===== config.mk =====
export PLATFORM = sky130hd
export DESIGN_NAME = flash_bringup_seq
export DESIGN_NICKNAME = d
export VERILOG_FILES = /design/src/rtl/fbs_pkg.sv /design/src/rtl/fbs_id_match.sv /design/src/rtl/fbs_div_calc.sv /design/src/rtl/fbs_wait_timer.sv /design/src/rtl/flash_bringup_seq.sv
export SDC_FILE = /design/constraint.sdc
export NUM_CORES = 1
export LEC_CHECK = 0
export BUFFER_PORTS_ARGS = -buffer_cell sky130_fd_sc_hd__buf_2
export CAP_MARGIN = 10
export CORE_MARGIN = 3
export CORE_UTILIZATION = 45
export CTS_CLUSTER_SIZE = 14
export DETAILED_ROUTE_END_ITERATION = 10
export PLACE_DENSITY = 0.65
export SYNTH_ARGS = -nofsm -noshare
export SYNTH_HDL_FRONTEND = slang
export SYNTH_SLANG_ARGS = --single-unit

===== constraint.sdc =====
create_clock -name clk -period 52.3 [get_ports clk]
set_clock_uncertainty 0.15 [all_clocks]
set_input_delay 5.23 -clock clk [delete_from_list [all_inputs] [get_ports clk]]
set_output_delay 5.23 -clock clk [all_outputs]
set_load 0.01 [all_outputs]

===== src/rtl/fbs_pkg.sv =====
package fbs_pkg;

    typedef struct packed {
        logic [23:0] id;
        logic [7:0]  size_log2;
        logic [7:0]  max_mhz;
        logic [7:0]  qe_mask;
        logic        split_wr;
        logic        one_status;
    } devp_t;

    localparam int NUM_KNOWN = 4;

    localparam logic [7:0] OP_ID    = 8'h9F;
    localparam logic [7:0] OP_RDSR1 = 8'h05;
    localparam logic [7:0] OP_RDSR2 = 8'h35;
    localparam logic [7:0] OP_RSTEN = 8'h66;
    localparam logic [7:0] OP_RST   = 8'h99;
    localparam logic [7:0] OP_WREN  = 8'h06;
    localparam logic [7:0] OP_WRDI  = 8'h04;
    localparam logic [7:0] OP_WRSR  = 8'h01;
    localparam logic [7:0] OP_WRSR2 = 8'h31;

    localparam logic [7:0] GEN_MHZ    = 8'd48;
    localparam logic [7:0] GEN_MASK   = 8'h02;
    localparam logic [7:0] ALT_VENDOR = 8'hC2;
    localparam logic [7:0] ALT_MASK   = 8'h04;

    typedef enum logic [3:0] {
        S_ID, S_WIP, S_SUS, S_RSTEN, S_RST, S_RWAIT, S_QRD,
        S_WREN, S_QWR, S_WRDI, S_FIN, S_DONE, S_ERR
    } st_t;

    // Table of known devices; lower index wins on equal identifications.
    function automatic devp_t known_entry(input int idx);
        devp_t e;
        case (idx)
            0:       e = '{24'hC84015, 8'd21, 8'd104, 8'h02, 1'b0, 1'b0};
            1:       e = '{24'hEF4017, 8'd23, 8'd133, 8'h02, 1'b1, 1'b0};
            2:       e = '{24'hC22817, 8'd23, 8'd8,   8'h40, 1'b0, 1'b1};
            3:       e = '{24'h1F4501, 8'd20, 8'd85,  8'h00, 1'b0, 1'b0};
            default: e = '{24'hFFFFFF, 8'd0,  8'd1,   8'h00, 1'b0, 1'b0};
        endcase
        return e;
    endfunction

    function automatic logic [7:0] calc_div(input logic [31:0] periph_hz,
                                            input logic [7:0]  mhz);
        logic [31:0] step;
        logic [31:0] quo;
        logic [31:0] dm1;
        step = {24'd0, mhz} * 32'd1_000_000;
        quo  = (step == 32'd0) ? 32'd0 : periph_hz / step;
        dm1  = quo - 32'd1;
        if (quo < 32'd2)        return 8'd1;
        else if (quo > 32'd256) return 8'd255;
        else                    return dm1[7:0];
    endfunction

endpackage


===== src/rtl/fbs_id_match.sv =====
module fbs_id_match
    import fbs_pkg::*;
#(
    parameter int NUM_DEV = NUM_KNOWN
) (
    input  logic [23:0] id,
    output logic        hit,
    output devp_t       prm
);
    logic [NUM_DEV-1:0] hit_v;
    devp_t              gen;

    for (genvar i = 0; i < NUM_DEV; i++) begin : g_cmp
        assign hit_v[i] = (known_entry(i).id == id);
    end

    always_comb begin
        gen.id         = id;
        gen.size_log2  = id[7:0];
        gen.max_mhz    = GEN_MHZ;
        gen.qe_mask    = (id[23:16] == ALT_VENDOR) ? ALT_MASK : GEN_MASK;
        gen.split_wr   = 1'b0;
        gen.one_status = (id[23:16] == ALT_VENDOR);
    end

    always_comb begin
        prm = gen;
        for (int i = NUM_DEV - 1; i >= 0; i--) begin
            if (hit_v[i]) prm = known_entry(i);
        end
    end

    assign hit = |hit_v;
endmodule


===== src/rtl/fbs_div_calc.sv =====
module fbs_div_calc
    import fbs_pkg::*;
#(
    parameter int PERIPH_HZ = 120_000_000
) (
    input  logic [7:0] mhz,
    output logic [7:0] div
);
    assign div = calc_div(32'(PERIPH_HZ), mhz);
endmodule


===== src/rtl/fbs_wait_timer.sv =====
module fbs_wait_timer #(
    parameter int CYCLES = 1500
) (
    input  logic clk,
    input  logic rst_n,
    input  logic load,
    output logic expired
);
    localparam int W = $clog2(CYCLES + 1);

    logic [W-1:0] cnt_d, cnt_q;

    always_comb begin
        cnt_d = cnt_q;
        if (load)                cnt_d = W'(CYCLES);
        else if (cnt_q != '0)    cnt_d = cnt_q - 1'b1;
    end

    always_ff @(posedge clk or negedge rst_n) begin
        if (!rst_n) cnt_q <= '0;
        else        cnt_q <= cnt_d;
    end

    assign expired = (cnt_q == '0) && !load;
endmodule


===== src/rtl/flash_bringup_seq.sv =====
module flash_bringup_seq
    import fbs_pkg::*;
#(
    parameter int CLK_HZ      = 50_000_000,
    parameter int PERIPH_HZ   = 120_000_000,
    parameter int RST_WAIT_US = 30,
    parameter int SLOW_MHZ    = 4,
    parameter int POLL_LIMIT  = 64
) (
    input  logic        clk,
    input  logic        rst_n,
    output logic        cmd_req,
    output logic [7:0]  cmd_opcode,
    output logic [1:0]  cmd_wr_cnt,
    output logic [15:0] cmd_wr_data,
    output logic [1:0]  cmd_rd_cnt,
    input  logic        cmd_ack,
    input  logic [23:0] cmd_rd_data,
    output logic        done,
    output logic        error,
    output logic        known_dev,
    output logic [7:0]  size_log2,
    output logic [7:0]  clk_div
);
    localparam int RST_CYC = int'((longint'(CLK_HZ) * longint'(RST_WAIT_US) + 64'd999_999) / 64'd1_000_000);
    localparam logic [7:0] SLOW_DIV = calc_div(32'(PERIPH_HZ), 8'(SLOW_MHZ));
    localparam int PW = (POLL_LIMIT > 1) ? $clog2(POLL_LIMIT) : 1;

    typedef struct packed {
        st_t          st;
        logic [PW-1:0] polls;
        logic [23:0]  id;
        logic [7:0]   div;
    } regs_t;

    regs_t      q, d;
    devp_t      prm;
    logic       hit;
    logic [7:0] fast_div;
    logic       tmr_load, tmr_exp;
    logic [7:0] rd_byte;
    logic       poll_busy;
    st_t        poll_next;

    fbs_id_match #(.NUM_DEV(NUM_KNOWN)) u_match (
        .id  (q.id),
        .hit (hit),
        .prm (prm)
    );

    fbs_div_calc #(.PERIPH_HZ(PERIPH_HZ)) u_div (
        .mhz (prm.max_mhz),
        .div (fast_div)
    );

    fbs_wait_timer #(.CYCLES(RST_CYC)) u_tmr (
        .clk     (clk),
        .rst_n   (rst_n),
        .load    (tmr_load),
        .expired (tmr_exp)
    );

    assign rd_byte = cmd_rd_data[23:16];

    // Busy test and successor of the three poll phases.
    always_comb begin
        case (q.st)
            S_WIP:   begin poll_busy = rd_byte[0];    poll_next = S_SUS;   end
            S_SUS:   begin poll_busy = rd_byte[7];    poll_next = S_RSTEN; end
            default: begin poll_busy = |rd_byte[1:0]; poll_next = S_DONE;  end
        endcase
    end

    always_comb begin
        d        = q;
        tmr_load = 1'b0;
        case (q.st)
            S_ID: if (cmd_ack) begin
                d.id = cmd_rd_data;
                d.st = S_WIP;
            end
            S_WIP, S_SUS, S_FIN: if (cmd_ack) begin
                if (!poll_busy) begin
                    d.polls = '0;
                    d.st    = poll_next;
                end else if (q.polls == PW'(POLL_LIMIT - 1)) begin
                    d.st = S_ERR;
                end else begin
                    d.polls = q.polls + 1'b1;
                end
            end
            S_RSTEN: if (cmd_ack) d.st = S_RST;
            S_RST: if (cmd_ack) begin
                tmr_load = 1'b1;
                d.st     = S_RWAIT;
            end
            S_RWAIT: if (tmr_exp) begin
                d.div = fast_div;
                d.st  = (prm.qe_mask == 8'h00) ? S_WRDI : S_QRD;
            end
            S_QRD: if (cmd_ack) begin
                d.st = ((rd_byte & prm.qe_mask) != 8'h00) ? S_WRDI : S_WREN;
            end
            S_WREN: if (cmd_ack) d.st = S_QWR;
            S_QWR:  if (cmd_ack) d.st = S_WRDI;
            S_WRDI: if (cmd_ack) d.st = S_FIN;
            default: d = q;
        endcase
    end

    always_ff @(posedge clk or negedge rst_n) begin
        if (!rst_n) begin
            q.st    <= S_ID;
            q.polls <= '0;
            q.id    <= '0;
            q.div   <= SLOW_DIV;
        end else begin
            q <= d;
        end
    end

    // Command port decode from the current phase.
    always_comb begin
        cmd_req     = 1'b1;
        cmd_opcode  = 8'h00;
        cmd_wr_cnt  = 2'd0;
        cmd_wr_data = 16'h0000;
        cmd_rd_cnt  = 2'd0;
        case (q.st)
            S_ID:    begin cmd_opcode = OP_ID;    cmd_rd_cnt = 2'd3; end
            S_WIP:   begin cmd_opcode = OP_RDSR1; cmd_rd_cnt = 2'd1; end
            S_SUS:   begin cmd_opcode = OP_RDSR2; cmd_rd_cnt = 2'd1; end
            S_RSTEN: cmd_opcode = OP_RSTEN;
            S_RST:   cmd_opcode = OP_RST;
            S_QRD:   begin
                cmd_opcode = prm.one_status ? OP_RDSR1 : OP_RDSR2;
                cmd_rd_cnt = 2'd1;
            end
            S_WREN:  cmd_opcode = OP_WREN;
            S_QWR:   begin
                if (prm.split_wr) begin
                    cmd_opcode  = OP_WRSR2;
                    cmd_wr_cnt  = 2'd1;
                    cmd_wr_data = {prm.qe_mask, 8'h00};
                end else if (prm.one_status) begin
                    cmd_opcode  = OP_WRSR;
                    cmd_wr_cnt  = 2'd1;
                    cmd_wr_data = {prm.qe_mask, 8'h00};
                end else begin
                    cmd_opcode  = OP_WRSR;
                    cmd_wr_cnt  = 2'd2;
                    cmd_wr_data = {8'h00, prm.qe_mask};
                end
            end
            S_WRDI:  cmd_opcode = OP_WRDI;
            S_FIN:   begin cmd_opcode = OP_RDSR1; cmd_rd_cnt = 2'd1; end
            default: cmd_req = 1'b0;
        endcase
    end

    assign done      = (q.st == S_DONE);
    assign error     = (q.st == S_ERR);
    assign known_dev = hit;
    assign size_log2 = prm.size_log2;
    assign clk_div   = q.div;
endmodule


==> summary.txt <==
Outcome
  • Status: finished, final reports clean

Timing
  • Final Hold Viols: 0
  • Setup_tns: 0 ns
  • Period utilization: 81.00%
  • Fmax: 23.61 MHz
  • Worst-margin pin slew: 1.038 ns
  • Max-slew violations: 0
  • Final setup violation count: 0
  • Slew headroom: 30.54%
  • Minimum clock period: 42.36 ns
  • Unrepaired setup endpoints after global routing: false
  • Hold_ws: 0.3100 ns

Logic synthesis
  • Most frequent cell after synthesis: nand2_1
  • Flops & latches, synth: 52
  • Commonest cells in the netlist: nand2_1, ha_1, nor2_1
  • Post-synth design cell area: 0.01798 sq mm
  • Post-synth ARST share: 100.0%
  • Area leader, netlist: ha_1
  • Synth warn: 0
  • Mapped Cells: 2,518
  • Register area share after synthesis: 7.266%
  • Primary FF master, synth: dfrtp_1
  • Top post-synthesis cells by area: ha_1, dfrtp_1, a21oi_1
  • Cell variety after synth: 130
  • Avg Cell Area, Syn: 7.140 sq um
  • Number of synthesized flops with an enable pin: 0
  • Yosys top cell area share: 16.49%

Min path
  • Min-delay src: clk_div[4]
  • Hold depth: 2
  • Hold EP: clk_div[4]
  • Hold crit path type: flop to flop

Clock tree
  • Worst-Skew Late Latency: 0.29 ns
  • Post-CTS setup buffer count: 0
  • Post-CTS sizing: 0
  • CTS tree: done
  • CTS clock-pin slew for the worst setup and hold paths: 0.07 ns
  • Max Root-Sink Buffers: 2
  • Cts bufs inserted: 5
  • H-tree Lvls: 2
  • Hold_buf cts: 0
  • Clock root cell: clkbuf_16
  • CTS sink count: 52

Routing
  • Initial DRC Count: 1,804
  • Final wirelength: 68,020 microns
  • Antenna Violating Nets Remaining: 0
  • Drt pass-1 iters: 6
  • Drt wl/cell: 22.35 microns
  • DRC viols: 0
  • DR vias: 19,740
  • Vias per cell: 6.485

Worst setup path
  • R2R depth: 168
  • WS Path Type: flop to flop
  • Worst setup SP type: flop
  • Max incr delay on CP: 0.82 ns
  • CP max FO: 30
  • Worst endpoint required time: 52.33 ns
  • R2R setup slack: 9.94 ns
  • Slowest cell on crit path: nor2_1
  • Arrival @ worst endpoint: 42.39 ns
  • Crit Reg-Reg Startpoint: q[17]
  • CP Capture Type: flop
  • R2R Path End: clk_div[1]

Floorplanning
  • # IOs: 75
  • Row count: 72
  • CORE AREA: 0.03910 sq mm
  • Die Ht: 205.9 microns
  • Initial core utilization: 45.98%
  • Die X: 205.9 microns
  • DIE AREA: 0.04239 sq mm

Cells and area
  • Area Overhead vs Synth: 5.185%
  • Share of layout cells above drive strength 1: 9.937%
  • # diodes: 0
  • Final Net Count: 2,799

Global route
  • Grt ovf: 0
  • Initial antenna violation count: 1
  • Overall Global Routing Usage: 31.16%
  • Vias in the first global route: 18,910
  • First-pass GRT wire length: 105,300 microns
  • Pin count of the biggest net entering global routing: 53

Placement
  • Count of input and output buffers: 62
  • Placer Congestion: 0.9893
  • Post-DP HPWL: 52,850 microns

Pwr
  • Tot Pwr: 200.9 uW
  • Leakage: 0.008528 uW
  • Pwr Density: 10.62 mW/mm^2
  • Maximum vdd drop: 38.97 uV

Run
  • Number of max-cap violations: 0
==> critical path: cells and delay by family (launching register included) <==
| family | cells | cell delay, ns |
|---|---|---|
| XOR/XNOR | 4 | 0.79 |
| buffers and inverters | 11 | 2.23 |
| AO/OA/AOI/OAI | 86 | 19.48 |
| AND/OR/NAND/NOR | 43 | 10.71 |
| multiplexers | 6 | 2.31 |
| flip-flops | 1 | 0.38 |
| adder cells (fa/ha/maj) | 18 | 6.04 |
==> stage by stage <==
| stage | worst slack [ns] | instances | utilization (%) | area (sq um) |
|---|---|---|---|---|
| 2_1_floorplan | 14.55 | 2538 | - | 18050 |
| 3_3_place_gp | 11.16 | 3035 | 47.93 | 18740 |
| 3_5_place_dp | 10.52 | 3035 | 47.93 | 18740 |
| 4_1_cts | 10.33 | 3043 | 48.35 | 18900 |
| 5_1_grt | 7.003 | 3044 | 48.37 | 18910 |
| 6_report | 9.939 | 3044 | 48.37 | 18910 |
==> metal layers <==
metal | GRT usage [%] | part of all wire, % | vias up
li1 | - | - | 9278
met1 | 42.80 | 43 | 9323
met2 | 49.80 | 43 | 971
met3 | 3.481 | 8.7 | 169
met4 | 12.73 | 4.7 | 0
met5 | 0 | 0 | -
==> flip-flops by register name (all words and copies together), names as in the netlist <==
| name | cells |
|---|---|
| q | 34 |
| clk_div | 7 |
| u_tmr.cnt_q | 11 |
==> power breakdown <==
group          internal, uW  switching [uW]  total [uW]
Sequential             55.6            22.0        77.7
Combinational          38.8            47.5        86.3
Clock                  22.6            14.3        36.9
Total                   117            83.8         201
==> final cells by class <==
cell class,count,area [sq um]
Inverter,111,416.7
Sequential cell,52,1306
Timing Repair Buffer,99,588.1
Multi-Input combinational cell,2256,15790
Clock buffer,7,132.6
Tap cell,518,648.1
Clock inverter,1,30.03
Fill cell,4054,20190
==> logic make-up (layout without fill, tap and decap cells) <==
family / Yosys count / count (layout) / share of synthesized area [%]
muxes: 91 / 91 / 5.540
adders and majority gates: 247 / 247 / 17.61
xor gates and xnor gates: 158 / 158 / 7.843
buffers and inverters: 230 / 218 / 5.540
AOI/OAI and AO/OA: 827 / 827 / 31.23
DFF: 52 / 52 / 7.266
other: 2 / 22 / 0.04177
and+or+nand+nor: 911 / 911 / 24.93
==> worst max-delay path by stage <==
stage	end	from	slack (ns)
after global placement	clk_div[1]	q[17]	11.16
after floorplan	clk_div[1]	q[17]	14.55
after detailed placement	clk_div[1]	q[17]	10.52
after global routing	clk_div[1]	q[11]	7.00
final	clk_div[1]	q[17]	9.94
after CTS	clk_div[1]	q[17]	10.33
==> cells in the final DEF, fill, tap and decap left out, types with 10 or more instances in the layout <==
cell,synthesis,layout
a211o_1,12,12
a211oi_1,29,29
a21boi_0,14,14
a21o_1,79,79
a21oi_1,226,226
a31oi_1,31,31
and2_1,20,20
and3_1,21,21
buf_2,10,62
buf_4,24,37
conb_1,2,22
dfrtp_1,48,48
fa_1,10,10
ha_1,237,237
inv_1,107,107
mux2_2,51,51
mux2i_1,33,33
nand2_1,260,260
nand2b_1,43,43
nand3_1,68,68
nand4_1,36,36
nor2_1,237,235
nor2b_1,30,30
nor3_1,75,74
nor4_1,11,11
o211ai_1,15,15
o21a_1,60,60
o21ai_0,171,170
o21bai_1,17,17
o31ai_1,28,28
or2_2,13,13
or3_1,24,24
or4_1,14,14
xnor2_1,108,107
xor2_1,48,46
No activity file was read; power rests on OpenSTA's default activity.
